===== src/rtl/fstx_pkg.sv =====
package fstx_pkg;

  typedef enum logic [2:0] {
    ST_IDLE,
    ST_SYNC,
    ST_DELAY,
    ST_DATA,
    ST_GAP
  } fstxState_t;

  // strobes from sequencer to datapath
  typedef struct packed {
    logic captureSync;  // frame starts at this edge
    logic slotStart;    // a word slot starts at this edge
    logic sendSync;     // current cycle is a sync bit
    logic sendData;     // current cycle is a payload bit
  } fstxStrobes_t;

endpackage


===== src/rtl/fstx_ctrl.sv =====
module fstx_ctrl
  import fstx_pkg::*;
#(
  parameter int unsigned IDX_W    = 5,
  parameter int unsigned COUNT_W  = 4,
  parameter int unsigned DLY_W    = 8,
  parameter int unsigned PERIOD_W = 9
) (
  input  logic                clk,
  input  logic                rstN,
  input  logic [1:0]          cfgStartMode,
  input  logic                startTrig,
  input  logic                cfgSyncEn,
  input  logic [IDX_W-1:0]    cfgSyncLen,
  input  logic [DLY_W-1:0]    cfgStartDly,
  input  logic [IDX_W-1:0]    cfgWordLen,
  input  logic [COUNT_W-1:0]  cfgWordCount,
  input  logic [PERIOD_W-1:0] cfgFramePeriod,
  output fstxStrobes_t        strb,
  output logic [IDX_W-1:0]    bitCnt
);

  localparam int unsigned CNT_W  = (DLY_W > IDX_W) ? DLY_W : IDX_W;
  localparam int unsigned PCNT_W = PERIOD_W + 1;

  fstxState_t          state, nxt;
  logic [CNT_W-1:0]    cnt;
  logic [COUNT_W-1:0]  wordCnt;
  logic [PCNT_W-1:0]   periodCnt;
  logic                trigQ;

  logic startEvt, startNow, frameDone;
  logic lastSync, lastDly, lastData, lastWord, periodReached;
  fstxState_t afterSync, firstState;

  always_comb begin
    unique case (cfgStartMode)
      2'd0:    startEvt = 1'b1;
      2'd1:    startEvt = startTrig & ~trigQ;
      2'd2:    startEvt = ~startTrig & trigQ;
      default: startEvt = startTrig;
    endcase
  end

  assign lastSync      = (state == ST_SYNC)  && (cnt == CNT_W'(cfgSyncLen));
  assign lastDly       = (state == ST_DELAY) && ((cnt + CNT_W'(1)) == CNT_W'(cfgStartDly));
  assign lastData      = (state == ST_DATA)  && (cnt == CNT_W'(cfgWordLen));
  assign lastWord      = (wordCnt == cfgWordCount);
  assign periodReached = (periodCnt >= PCNT_W'(cfgFramePeriod));
  assign frameDone     = ((lastData && lastWord) || (state == ST_GAP)) && periodReached;
  assign startNow      = ((state == ST_IDLE) || frameDone) && startEvt;

  assign afterSync  = (cfgStartDly != '0) ? ST_DELAY : ST_DATA;
  assign firstState = cfgSyncEn ? ST_SYNC : afterSync;

  always_comb begin
    nxt = state;
    if (startNow) begin
      nxt = firstState;
    end else begin
      unique case (state)
        ST_IDLE:  nxt = ST_IDLE;
        ST_SYNC:  if (lastSync) nxt = afterSync;
        ST_DELAY: if (lastDly) nxt = ST_DATA;
        ST_DATA:  if (lastData && lastWord) nxt = periodReached ? ST_IDLE : ST_GAP;
        ST_GAP:   if (periodReached) nxt = ST_IDLE;
        default:  nxt = ST_IDLE;
      endcase
    end
  end

  always_ff @(posedge clk or negedge rstN) begin
    if (!rstN) begin
      state     <= ST_IDLE;
      cnt       <= '0;
      wordCnt   <= '0;
      periodCnt <= '0;
      trigQ     <= 1'b0;
    end else begin
      trigQ <= startTrig;
      state <= nxt;
      if ((nxt != state) || lastData) cnt <= '0;
      else                            cnt <= cnt + CNT_W'(1);
      if (startNow)                   wordCnt <= '0;
      else if (lastData && !lastWord) wordCnt <= wordCnt + COUNT_W'(1);
      if (startNow)                                    periodCnt <= '0;
      else if (state != ST_IDLE && periodCnt != '1)    periodCnt <= periodCnt + PCNT_W'(1);
    end
  end

  always_comb begin
    strb.captureSync = startNow;
    strb.slotStart   = (nxt == ST_DATA) && ((state != ST_DATA) || lastData);
    strb.sendSync    = (state == ST_SYNC);
    strb.sendData    = (state == ST_DATA);
  end

  assign bitCnt = cnt[IDX_W-1:0];

  AST_READY_LEADS_SLOT: assert property (@(posedge clk) disable iff (!rstN)
    strb.slotStart |=> (state == ST_DATA) && (cnt == '0));
  AST_SYNC_SPAN: assert property (@(posedge clk) disable iff (!rstN)
    $fell(strb.sendSync) |-> $past(cnt) == CNT_W'(cfgSyncLen));
  AST_DELAY_BOUND: assert property (@(posedge clk) disable iff (!rstN)
    (state == ST_DELAY) |-> cnt < CNT_W'(cfgStartDly));
  AST_WORD_BOUND: assert property (@(posedge clk) disable iff (!rstN)
    (state == ST_DATA) |-> wordCnt <= cfgWordCount);
  AST_GAP_IN_PERIOD: assert property (@(posedge clk) disable iff (!rstN)
    (state == ST_GAP) |-> periodCnt <= PCNT_W'(cfgFramePeriod));

endmodule


===== src/rtl/fstx_datapath.sv =====
module fstx_datapath
  import fstx_pkg::*;
#(
  parameter int unsigned DATA_W = 32,
  parameter int unsigned IDX_W  = 5
) (
  input  logic              clk,
  input  logic              rstN,
  input  fstxStrobes_t      strb,
  input  logic [IDX_W-1:0]  bitCnt,
  input  logic [DATA_W-1:0] cfgSyncData,
  input  logic [IDX_W-1:0]  cfgSyncLen,
  input  logic [IDX_W-1:0]  cfgWordLen,
  input  logic              cfgMsbFirst,
  input  logic              cfgIdleLevel,
  input  logic [DATA_W-1:0] dataIn,
  input  logic              dataValid,
  output logic              txData,
  output logic              txSync,
  output logic              underrun
);

  logic [DATA_W-1:0] syncReg, wordReg;
  logic              wordOk;
  logic [IDX_W-1:0]  syncIdx, wordIdx;

  always_ff @(posedge clk or negedge rstN) begin
    if (!rstN) begin
      syncReg  <= '0;
      wordReg  <= '0;
      wordOk   <= 1'b0;
      underrun <= 1'b0;
    end else begin
      if (strb.captureSync) syncReg <= cfgSyncData;
      if (strb.slotStart) begin
        wordOk <= dataValid;
        if (dataValid) wordReg <= dataIn;
      end
      underrun <= strb.slotStart & ~dataValid;
    end
  end

  assign syncIdx = cfgMsbFirst ? (cfgSyncLen - bitCnt) : bitCnt;
  assign wordIdx = cfgMsbFirst ? (cfgWordLen - bitCnt) : bitCnt;

  always_comb begin
    if (strb.sendSync)                 txData = syncReg[syncIdx];
    else if (strb.sendData && wordOk)  txData = wordReg[wordIdx];
    else                               txData = cfgIdleLevel;
  end

  assign txSync = strb.sendSync;

  AST_UNDERRUN_IDLE: assert property (@(posedge clk) disable iff (!rstN)
    underrun |-> txData == cfgIdleLevel);
  AST_UNDERRUN_FIRST_BIT: assert property (@(posedge clk) disable iff (!rstN)
    underrun |-> strb.sendData && (bitCnt == '0));

endmodule


===== src/rtl/framed_serial_tx.sv =====
module framed_serial_tx
  import fstx_pkg::*;
#(
  parameter int unsigned DATA_W   = 32,
  parameter int unsigned COUNT_W  = 4,
  parameter int unsigned DLY_W    = 8,
  parameter int unsigned PERIOD_W = 9
) (
  input  logic                       clk,
  input  logic                       rstN,
  input  logic [1:0]                 cfgStartMode,
  input  logic                       startTrig,
  input  logic                       cfgSyncEn,
  input  logic [$clog2(DATA_W)-1:0]  cfgSyncLen,
  input  logic [DATA_W-1:0]          cfgSyncData,
  input  logic [DLY_W-1:0]           cfgStartDly,
  input  logic [$clog2(DATA_W)-1:0]  cfgWordLen,
  input  logic [COUNT_W-1:0]         cfgWordCount,
  input  logic                       cfgMsbFirst,
  input  logic                       cfgIdleLevel,
  input  logic [PERIOD_W-1:0]        cfgFramePeriod,
  input  logic [DATA_W-1:0]          dataIn,
  input  logic                       dataValid,
  output logic                       dataReady,
  output logic                       txData,
  output logic                       txSync,
  output logic                       underrun
);

  localparam int unsigned IDX_W = $clog2(DATA_W);

  fstxStrobes_t     strb;
  logic [IDX_W-1:0] bitCnt;

  fstx_ctrl #(
    .IDX_W(IDX_W), .COUNT_W(COUNT_W), .DLY_W(DLY_W), .PERIOD_W(PERIOD_W)
  ) uCtrl (
    .clk(clk), .rstN(rstN),
    .cfgStartMode(cfgStartMode), .startTrig(startTrig),
    .cfgSyncEn(cfgSyncEn), .cfgSyncLen(cfgSyncLen),
    .cfgStartDly(cfgStartDly), .cfgWordLen(cfgWordLen),
    .cfgWordCount(cfgWordCount), .cfgFramePeriod(cfgFramePeriod),
    .strb(strb), .bitCnt(bitCnt)
  );

  fstx_datapath #(.DATA_W(DATA_W), .IDX_W(IDX_W)) uData (
    .clk(clk), .rstN(rstN), .strb(strb), .bitCnt(bitCnt),
    .cfgSyncData(cfgSyncData), .cfgSyncLen(cfgSyncLen),
    .cfgWordLen(cfgWordLen), .cfgMsbFirst(cfgMsbFirst),
    .cfgIdleLevel(cfgIdleLevel), .dataIn(dataIn), .dataValid(dataValid),
    .txData(txData), .txSync(txSync), .underrun(underrun)
  );

  assign dataReady = strb.slotStart;

  AST_SYNC_NOT_PAYLOAD: assert property (@(posedge clk) disable iff (!rstN)
    txSync |-> !dataReady || !$past(dataReady));

endmodule


===== config.mk =====
export PLATFORM = sky130hd
export DESIGN_NAME = framed_serial_tx
export DESIGN_NICKNAME = d
export VERILOG_FILES = /design/src/rtl/fstx_pkg.sv /design/src/rtl/fstx_ctrl.sv /design/src/rtl/fstx_datapath.sv /design/src/rtl/framed_serial_tx.sv
export SDC_FILE = /design/constraint.sdc
export NUM_CORES = 1
export LEC_CHECK = 0
export BUFFER_PORTS_ARGS = -buffer_cell sky130_fd_sc_hd__buf_2
export CAP_MARGIN = 0
export CELL_PAD_IN_SITES_DETAIL_PLACEMENT = 0
export CELL_PAD_IN_SITES_GLOBAL_PLACEMENT = 1
export CORE_MARGIN = 3
export CORE_UTILIZATION = 29
export CTS_CLUSTER_SIZE = 8
export DETAILED_ROUTE_END_ITERATION = 8
export GPL_TIMING_DRIVEN = 0
export PLACE_DENSITY = 0.64
export REMOVE_ABC_BUFFERS = 1
export SETUP_SLACK_MARGIN = 0.15
export SLEW_MARGIN = 0
export SYNTH_ARGS = -nofsm -noshare
export SYNTH_HDL_FRONTEND = slang
export SYNTH_HIERARCHICAL = 1
export SYNTH_SLANG_ARGS = --single-unit

===== constraint.sdc =====
create_clock -name clk -period 6 [get_ports clk]
set_input_delay 1.2 -clock clk [delete_from_list [all_inputs] [get_ports clk]]
set_output_delay 1.2 -clock clk [all_outputs]
set_load 0.01 [all_outputs]

==> results of run 1 <==
-- state kept, by name (all words and copies together) (netlist names) --
signal and cells:
uCtrl/wordCnt 4, uData/wordOk 1, uData/syncReg 32, uCtrl/periodCnt 10, uCtrl/trigQ 1, uCtrl/state 3
uCtrl/cnt 8, uData/underrun 1, uData/wordReg 32
-- layout by cell type, fill, tap and decap left out, types with 6 or more instances in the layout --
master and count:
mux2_2 65, nand3_1 7, nand2_1 25, dfrtp_1 92, mux2i_1 14, nor2b_1 6
a211oi_1 7, clkbuf_16 9, ha_1 20, mux4_2 10, and3_1 8, xnor2_1 28
nor2_1 35, o21ai_0 9, inv_1 27, buf_2 106, nor3_1 11, xor2_1 15
nand4_1 11
-- kinds of logic after synthesis --
| logic type | after synthesis |
|---|---|
| simple gates | 125 |
| flops | 92 |
| fa+ha+maj | 22 |
| xor+xnor | 43 |
| buf+inv | 50 |
| mux | 94 |
| compound gates | 52 |
-- worst max path at each step --
stage	to	slack (ns)	cells after the start
global route	dataReady	0.55	11
global placement	uData/wordReg[7]	0.62	12
CTS	dataReady	0.77	11
finish	dataReady	0.84	11
floorplan	uData/wordReg[0]	1.40	12
detailed placement	uData/wordReg[1]	0.56	12
-- cell type report --
type                    count  area (sq um)  area share
clock inverters             6         71.32     0.01095
inverters                  28         107.6     0.01652
well taps                 229         286.5     0.04399
flip-flops and latches     92          2302      0.3534
clock buffers              10         239.0     0.03669
multi-input cells         336          2942      0.4516
repair buffers            108         565.5     0.08682
-- cells in the mapped netlist, drive strengths merged, types with 3 or more instances --
cell and number:
a211oi 7, a21boi 4, a21oi 8, a31oi 3
and3 8, buf 20, dfrtp 92, ha 20
inv 28, mux2 65, mux2i 16, mux4 13
nand2 28, nand2b 5, nand3 7, nand4 11
nor2 35, nor2b 6, nor3 11, nor3b 4
o21a 3, o21ai 9, or3 4, or4 3
xnor2 28, xor2 15
-- through the flow --
step                      power [mW]    util
after global routing           3.172  0.3565
after floorplan                2.036       -
after global placement         2.344  0.3378
after CTS                      2.999  0.3564
after detailed placement       2.389  0.3394
final                          2.943  0.3565
-- metal layers --
| metal | vias to the layer above | part of all wire | wire (um) |
|---|---|---|---|
| met2 | 89 | 0.48 | 6139 |
| met1 | 1867 | 0.46 | 5889 |
| met3 | 17 | 0.051 | 654 |
| li1 | 1893 | - | - |
| met4 | 2 | 0.015 | 190 |
| met5 | - | 0.00054 | 7 |
-- power groups by stage --
stage	sequential, mW	clock [mW]	combinational (mW)
after floorplan	1.05	0	0.986
after global placement	1.10	0	1.24
after detailed placement	1.12	0	1.27
after CTS	1.11	0.615	1.27
after global routing	1.15	0.637	1.38
final	1.11	0.592	1.24
==> results.md, run 1 <==
- Final instance area: ~6500 sq um
- Largest area contributor in the netlist: dfrtp_1
- Hold bufs inserted after CTS: 0
- Mux cell area share after synthesis: 0.2214
- Seq pwr share: 0.376
- Crit path cell chain: buf_2 -> ha_1 -> nand2b_1 -> a21oi_1 -> o311ai_1 -> a31oi_2 -> or3_4 -> inv_4 -> a221o_1 -> and3_1 -> buf_2
- Total Nets Final: 701
- Internal: ~1.9 mW
- 1st-pass router iterations: 4
- Setup violators final: 0
- Synth Register Bits: 92
- Crit path arrival time: just under 4 ns
- ANT cells: 0
- GRT Total Usage: 0.1280
- CP Max Fanout: 47
- PwrDens: approximately 450 nW/um^2
- Vias: just under 4000
- Layout Cells excl Fill: 809
- Post_cts resized: 0
- Worst r2r path cells: 12
- Starting density of the core: 0.2997
- M2 GR Usage: 0.2087
- Post-CTS Repair Setup Buffers: 0
- Gr busiest metal: met2
- GR Overflow Total: 0
- Clock Latency Late Sink: 0.35 ns
- Slowest cell on crit path: o311ai_1
- Num CTS Buffers: 9
- IO Pins: approximately 110
- YS warnings: 6
- Post-place instance area: roughly 6200 sq um
- Gp weighted congestion: 0.8524
- DIE WIDTH: 143.4 um
- IO Port Bufs: around 110
- Initial DRC Count: approximately 140
- Global-route wire length before repair: 20.63 mm
- Largest net degree at the start of global routing: 58
- Root Driver: clkbuf_16
- Initial antenna violation count: 1
- Post-Route Setup TNS: 0 ns
- Vias in the first global route: about 4100
- Layout cells sized above 1: 0.3724
- Fmax: 193.9 MHz
- Filler Cell Count: 1868
- Worst Clk Skew: 0.006045 ns
- Tightest Pin Transition: between 0.7 and 0.8 ns
- Most common cell on crit path: buf_2
- Die ar.: between 20000 and 25000 sq um
- Max VDD drop: about 0.00015 V
- Pre-CTS setup slack: ~0.56 ns
- Clock share of power: 0.201
- Deepest clock path buffer count: 2
- Worst path required time: between 4 and 5 ns
- Syn_area_per_cell: 11.45 sq um
- Asr flop ratio synth: 1.000
- CTS H-tree depth: 3
- Area grow syn2layout: 18.97%
- Worst hold start: uData/wordReg[3]
- Met3 usage: 0.02862
- Combinational share of power: 0.422
- Lkg Pwr: between 2 and 3 nW
- Top delay family on crit path: compound AO/OA/AOI/OAI gates
- Cell variety after synth: 60
- Largest family of logic cells by synthesized area: multiplexers
- RR Endpoint: uData/wordReg[1]
- Switching power share of the total: 0.3494
- Rel. slew slack: 0.4820
- Final hold violation count: 0
- TritonCTS clock tree: yes
- WL final: approximately 13 mm
- Unrepaired setup endpoints after global routing: false
- Hold slack: between 0.5 and 0.6 ns
- Post-Synth Simple-Gate Area: 0.1177
- Post-route antenna net violation count: 0
- Die span in y: between 100 and 150 um
- Worst setup path startpoint: cfgFramePeriod[0]
- Setup CP Type: in2out
- Outcome: complete, no violations
- Psw: between 1 and 1.5 mW
- FF-to-FF Start: uCtrl/periodCnt[0]
- Ys flop type: dfrtp_1
- Post-synthesis cell count: between 400 and 500
- Worst Hold Class: reg2reg
- Dpl cells: between 700 and 800
- Post-synth EDFFs: 0
- Clock sink count: approximately 90
- Placeable Area: 18270 sq um
- Vias/cell: around 4.8
- Synth Area in Adders: 0.05302
- Register clock-pin slew on the reported worst setup and hold paths: about 0.07 ns
- Post-synth top area share: 0.4205
- Max Slew Vio Count: 0
- DP HPWL: ~9.9 mm
- Crit share post-route: 0.8596
- Cell area after synthesis: ~5500 sq um
- Final min period: a little over 5 ns
- CP startpoint kind: input pin
- Synth top area cells: dfrtp_1 (42%), mux2_2 (13%), ha_1 (4.6%)
- Seq/Total Area, Yosys: 0.4205
- Drt wl/cell: approximately 16 um
- Post-synthesis compound-gate area fraction: 0.07587
- Max cap viols: 0
- Crit-path max cell delay: 0.48 ns
- Placement row count: 49
- Reg2reg setup slack: 1.93 ns
- Buffers and inverters on the worst path: 3
- GR Util met1: 0.1684
- Final Worst Setup Slack: between 0.8 and 0.9 ns
- Synth Area in XOR/XNOR: 0.06878
- Worst setup EP type: output pin
- # DRC: 0
- Hold path endpoint: uData/wordReg[3]
- Hold depth: 1
Note: power is estimated with default switching activity, not from simulation.
==> inputs of run 2 (changes only) <==
--- a/config.mk
+++ b/config.mk
@@ -20,5 +20,4 @@
 export SLEW_MARGIN = 0
 export SYNTH_ARGS = -nofsm -noshare
 export SYNTH_HDL_FRONTEND = slang
-export SYNTH_HIERARCHICAL = 1
 export SYNTH_SLANG_ARGS = --single-unit
==> results.md, run 2 <==
- Placement row count: 49 (unchanged)
- PwrDens: 472.8 nW/um^2 (+4.7%)
- Cell area after synthesis: 5385 sq um (-1.6%)
- Area grow syn2layout: 19.87%
- Deepest clock path buffer count: 2 (unchanged)
- CP Max Fanout: 8 (-83%)
- Synth top area cells: dfrtp_1 (43%), mux2_4 (8.1%), mux2_2 (7.7%)
- Largest family of logic cells by synthesized area: multiplexers
- Clock share of power: 0.178 (-0.023)
- Worst setup path startpoint: cfgWordLen[0]
- Psw: 1.047 mW (+1.8%)
- Largest area contributor in the netlist: dfrtp_1
- Post-Synth Simple-Gate Area: 0.09131 (-0.02638)
- Synth Area in Adders: 0.05390 (+0.0008869)
- Clock Latency Late Sink: 0.35 ns (about the same)
- CTS H-tree depth: 3 (unchanged)
- Drt wl/cell: 16.28 um (+2.3%)
- Internal: 2.005 mW (+4.7%)
- Lkg Pwr: 3.061 nW (+4.0%)
- Root Driver: clkbuf_16
- Die span in y: 142.3 um (-0.79%)
- Post-synth top area share: 0.4275 (+0.007034)
- Fmax: 181.5 MHz (-6.4%)
- Unrepaired setup endpoints after global routing: false
- Layout cells sized above 1: 0.3949 (+0.02251)
- Largest net degree at the start of global routing: 53 (-8.6%)
- Top-count cell post-synth: dfrtp_1
- Tightest Pin Transition: 1.161 ns (+0.3868 ns)
- Syn_area_per_cell: 12.21 sq um (+6.6%)
- Crit-path max cell delay: 0.78 ns (+0.30 ns)
- GR Overflow Total: 0 (unchanged)
- Worst setup EP type: output pin
- Post-route antenna net violation count: 0 (unchanged)
- Final hold violation count: 0 (unchanged)
- Register clock-pin slew on the reported worst setup and hold paths: 0.06 ns (about the same)
- Vias: 3702 (-4.3%)
- Top Registers: uData.syncReg (32), uData.wordReg (32), uCtrl.periodCnt (10)
- Crit path arrival time: 4.31 ns (+0.35 ns)
- Max VDD drop: 0.0001651 V (+8.1%)
- Commonest non-fill, non-tap cell in the layout: buf_2
- Seq pwr share: 0.361 (-0.015)
- IO Pins: 108 (unchanged)
- DIE WIDTH: 142.3 um (-0.79%)
- Clock sink count: 92 (unchanged)
- Worst Clk Skew: 0.006280 ns (+0.0002352 ns)
- Post-place instance area: 6170 sq um (-0.50%)
- 1st-pass router iterations: 4 (unchanged)
- Setup violators final: 0 (unchanged)
- Worst path required time: 4.80 ns (about the same)
- # DRC: 0 (unchanged)
- GRT Total Usage: 0.1281 (+0.0001485)
- Rel. slew slack: 0.2260 (-0.2561)
- Initial DRC Count: 124 (-8.8%)
- CP startpoint kind: input pin
- DP HPWL: 9.770 mm (-1.7%)
- YS warnings: 0 (-6)
- Most frequent cells after synthesis: dfrtp_1 (92), mux2_2 (37), mux2_4 (29), nor2_1 (29), inv_1 (26)
- Hold slack: 0.5031 ns (+0.002202 ns)
- IO Port Bufs: 107 (unchanged)
- Switching power share of the total: 0.3431 (-0.006298)
- Final min period: 5.510 ns (+0.3525 ns)
- Slowest cell on crit path: a21oi_1
- Post_cts resized: 0 (unchanged)
- Worst hold start: uData.wordReg[8]
- Num CTS Buffers: 9 (unchanged)
- Post-CTS Repair Setup Buffers: 0 (unchanged)
- Hold bufs inserted after CTS: 0 (unchanged)
- Starting density of the core: 0.2978 (-0.001933)
- Synth Register Bits: 92 (unchanged)
- Global-route wire length before repair: 20.24 mm (-1.9%)
- Post-synthesis cell count: 441 (-7.7%)
- Combinational share of power: 0.461 (+0.039)
- Max Slew Vio Count: 0 (unchanged)
- Vias/cell: 4.728 (-1.1%)
- Total Nets Final: 673 (-4.0%)
- Dpl cells: 765 (-3.5%)
- Initial antenna violation count: 4 (+3)
- Seq/Total Area, Yosys: 0.4275 (+0.007034)
- Gp weighted congestion: 0.8188 (-3.9%)
- FF-to-FF Start: uCtrl.cnt[2]
- TritonCTS clock tree: yes
- WL final: 12.75 mm (-1.0%)
- Asr flop ratio synth: 1.000 (unchanged)
- Most common cell on crit path: mux2i_1
- Max cap viols: 0 (unchanged)
- Ys flop type: dfrtp_1
- Outcome: complete, no violations
- Mux cell area share after synthesis: 0.2456 (+0.02415)
- Final instance area: 6455 sq um (-0.90%)
- Worst Hold Class: reg2reg
- Post-synth EDFFs: 0 (unchanged)
- Setup CP Type: in2out
- Post-synthesis compound-gate area fraction: 0.08155 (+0.005684)
- Crit share post-route: 0.9183 (+0.05874)
- Crit path cell chain: buf_2 -> inv_1 -> ha_1 -> inv_1 -> fa_1 -> a21oi_1 -> mux4_2 -> mux2i_1 -> mux2i_1 -> mux2i_1 -> a31oi_1 -> o221a_2 -> buf_2
- Synth Area in XOR/XNOR: 0.06575 (-0.003031)
- Vias in the first global route: 4015 (-2.7%)
- Die ar.: 20240 sq um (-1.6%)
- Placeable Area: 18090 sq um (-1.0%)
- Post-Route Setup TNS: 0 ns (unchanged)
- Cell variety after synth: 55 (-8.3%)
- Commonest non-fill, non-tap cells in the layout: buf_2 (106), dfrtp_1 (92), mux2_2 (37)
- Layout Cells excl Fill: 783 (-3.2%)
## run 2: kinds of logic after synthesis
group,count (synthesis)
multiplexers,93
flip-flops,92
AND/OR/NAND/NOR,96
buffers and inverters,40
XOR/XNOR,38
adder cells (fa/ha/maj),22
AO/OA/AOI/OAI,60
## run 2: layout make-up
cell class | count | area [sq um]
timing repair buffer | 109 | 585.6
antenna | 2 | 5.005
multi-input combinational | 309 | 2898
clock inverter | 4 | 23.77
inverter | 26 | 97.59
fill | 1765 | 11630
tap | 229 | 286.5
sequential | 92 | 2302
clock buffer | 12 | 256.5
## run 2: metrics by stage
step / utilization / power, mW / worst slack (ns)
6_report: 0.3569 / 3.052 / 0.4900
5_1_grt: 0.3569 / 3.286 / 0.3433
4_1_cts: 0.3566 / 3.104 / 0.4631
3_5_place_dp: 0.3411 / 2.544 / 0.4639
3_3_place_gp: 0.3384 / 2.482 / 0.3911
2_1_floorplan: - / 2.169 / 1.208
## run 2: routing by layer
layer | routed length (um) | up-vias | track usage
li1 | - | 1802 | -
met1 | 5645 | 1788 | 0.1605
met2 | 6103 | 81 | 0.2060
met3 | 640 | 27 | 0.03629
met4 | 335 | 4 | 0.05808
met5 | 23 | - | 0
## run 2: critical path, delay by kind of cell
family,cells,cell delay (ns)
adder cells (fa/ha/maj),2,0.60
multiplexers,4,0.97
buffers and inverters,4,0.36
AO/OA/AOI/OAI,3,1.16
## run 2: worst paths after layout
check	to	slack, ns	cells past startpoint
min reg2reg	uData.wordReg[8]	0.50	1
max	txData	0.49	13
max reg2reg	uData.wordReg[28]	2.00	10
min	uData.wordReg[8]	0.50	1
max in group asynchronous	uData.syncReg[6]	4.50	2
min in group asynchronous	uCtrl.cnt[4]	0.86	1
## run 2: power by group through the flow
stage	clock, mW	combinational [mW]	sequential [mW]
after floorplan	0	1.12	1.05
after global placement	0	1.38	1.10
after detailed placement	0	1.43	1.12
after CTS	0.565	1.43	1.11
after global routing	0.587	1.56	1.14
final	0.545	1.41	1.10
==> inputs of run 3 (changes only) <==
--- a/config.mk
+++ b/config.mk
@@ -15,6 +15,7 @@
 export DETAILED_ROUTE_END_ITERATION = 8
 export GPL_TIMING_DRIVEN = 0
 export PLACE_DENSITY = 0.64
+export RECOVER_POWER = 50
 export REMOVE_ABC_BUFFERS = 1
 export SETUP_SLACK_MARGIN = 0.15
 export SLEW_MARGIN = 0
==> results.md, run 3 (same netlist as run 2, synthesis figures left out) <==
- Outcome: finished, violations left
- Violated checks: capacitance limit, slew limit
- Area grow syn2layout: 19.75% (about the same)
- Crit share post-route: 0.9205 (+0.002120)
- Register clock-pin slew on the reported worst setup and hold paths: 0.06 ns (about the same)
- Post-place instance area: 6170 sq um (unchanged)
- Max VDD drop: 0.0001651 V (about the same)
- Total Nets Final: 673 (unchanged)
- Die span in y: 142.3 um (unchanged)
- Hold slack: 0.5031 ns (unchanged)
- Final instance area: 6449 sq um (about the same)
- Post-route antenna net violation count: 0 (unchanged)
- Gp weighted congestion: 0.8188 (unchanged)
- Lkg Pwr: 3.051 nW (-0.34%)
- Vias/cell: 4.722 (-0.14%)
- Commonest non-fill, non-tap cells in the layout: buf_2 (104), dfrtp_1 (92), mux2_2 (37)
- RR Endpoint: uData.wordReg[28]
- CP startpoint kind: input pin
- Reg2reg setup slack: 1.99 ns (about the same)
- Initial DRC Count: 117 (-5.6%)
- Starting density of the core: 0.2978 (unchanged)
- Final hold violation count: 0 (unchanged)
- Placement row count: 49 (unchanged)
- Vias: 3697 (-0.14%)
- Deepest clock path buffer count: 2 (unchanged)
- Fmax: 181.1 MHz (-0.23%)
- Initial antenna violation count: 4 (unchanged)
- Clock sink count: 92 (unchanged)
- IO Port Bufs: 107 (unchanged)
- Most common cell on crit path: mux2i_1
- WL final: 12.73 mm (-0.12%)
- FF-to-FF Start: uCtrl.cnt[2]
- Final min period: 5.523 ns (+0.01272 ns)
- Worst r2r path cells: 10 (unchanged)
- Crit path capture: txData
- Critical path depth: 13 (unchanged)
- CTS H-tree depth: 3 (unchanged)
- Crit path cell chain: buf_2 -> inv_1 -> ha_1 -> inv_1 -> fa_1 -> a21oi_1 -> mux4_2 -> mux2i_1 -> mux2i_1 -> mux2i_1 -> a31oi_1 -> o221a_2 -> buf_2
- Num CTS Buffers: 9 (unchanged)
- Top Registers: uData.syncReg (32), uData.wordReg (32), uCtrl.periodCnt (10)
- IO Pins: 108 (unchanged)
- Layout cells sized above 1: 0.3895 (-0.005435)
- Worst setup EP type: output pin
- PwrDens: 473.0 nW/um^2 (about the same)
- Tightest Pin Transition: 2.424 ns (+1.263 ns)
- Filler Cell Count: 1766 (+0.057%)
- Vias in the first global route: 4015 (unchanged)
- Post-Route Setup TNS: 0 ns (unchanged)
- TritonCTS clock tree: yes
- GR Overflow Total: 0 (unchanged)
- Setup violators final: 0 (unchanged)
- Clock Latency Late Sink: 0.35 ns (about the same)
- Global-route wire length before repair: 20.24 mm (unchanged)
- Worst hold start: uData.wordReg[8]
- Unrepaired setup endpoints after global routing: false
- Root Driver: clkbuf_16
- Slowest cell on crit path: a21oi_1
- Rel. slew slack: -0.6163 (-0.8423)
- Drt wl/cell: 16.26 um (-0.12%)
- Setup CP Type: in2out
- Crit-path max cell delay: 0.78 ns (about the same)
- Crit path arrival time: 4.32 ns (about the same)
- Hold bufs inserted after CTS: 0 (unchanged)
- Max cap viols: 1 (+1)
- 1st-pass router iterations: 4 (unchanged)
- Worst Clk Skew: 0.005727 ns (-0.0005535 ns)
- Placeable Area: 18090 sq um (unchanged)
- Post_cts resized: 0 (unchanged)
- Commonest non-fill, non-tap cell in the layout: buf_2
- CP Max Fanout: 8 (unchanged)
- # DRC: 0 (unchanged)
- Die ar.: 20240 sq um (unchanged)
- Max Slew Vio Count: 41 (+41)
- GRT Total Usage: 0.1281 (unchanged)
- Largest net degree at the start of global routing: 53 (unchanged)
- Worst Hold Class: reg2reg
- DP HPWL: 9.770 mm (unchanged)
- DIE WIDTH: 142.3 um (unchanged)
- Buffers and inverters on the worst path: 4 (unchanged)
- Worst setup path startpoint: cfgWordLen[0]
- Top delay family on crit path: compound AO/OA/AOI/OAI gates
- Post-CTS Repair Setup Buffers: 0 (unchanged)
- Worst path required time: 4.80 ns (about the same)
## run 3: area by class of cell
type,instances,area (sq um),area share
Inverter,26,97.59,0.01513
Clock inverter,4,23.77,0.003686
Timing Repair Buffer,109,579.3,0.08983
Antenna cell,2,5.005,0.0007761
Sequential cell,92,2302,0.3570
Tap cell,229,286.5,0.04443
Clock buffer,12,256.5,0.03977
Multi-Input combinational cell,309,2898,0.4494
## run 3: per-stage QoR
stage / worst slack, ns / power [mW] / instances / util
final: 0.4773 / 3.050 / 783 / 0.3566
after global routing: 0.3433 / 3.285 / 783 / 0.3566
after CTS: 0.4631 / 3.104 / 781 / 0.3566
after detailed placement: 0.4639 / 2.544 / 765 / 0.3411
after global placement: 0.3911 / 2.482 / 763 / 0.3384
after floorplan: 1.208 / 2.169 / 427 / -
## run 3: report_power, final
part	internal, mW	total (mW)	leakage [nW]	switching [mW]
sequential	0.906	1.10	1.12	0.196
combinational	0.796	1.40	1.79	0.609
clock	0.302	0.544	0.142	0.242
## run 3: worst min-delay path by stage
| stage | to | depth (start not counted) |
|---|---|---|
| after floorplan | uData.wordReg[9] | 1 |
| after global placement | uData.syncReg[30] | 1 |
| after detailed placement | uData.syncReg[24] | 1 |
| after CTS | uData.syncReg[24] | 1 |
| after global routing | uData.syncReg[24] | 1 |
| final | uData.wordReg[8] | 1 |
## run 3: routing by layer
metal | share of wire | up-vias | GRT usage
met2 | 0.48 | 84 | 0.2060
met4 | 0.026 | 4 | 0.05808
met3 | 0.052 | 27 | 0.03629
met5 | 0.0018 | - | 0
li1 | - | 1802 | -
met1 | 0.44 | 1780 | 0.1605
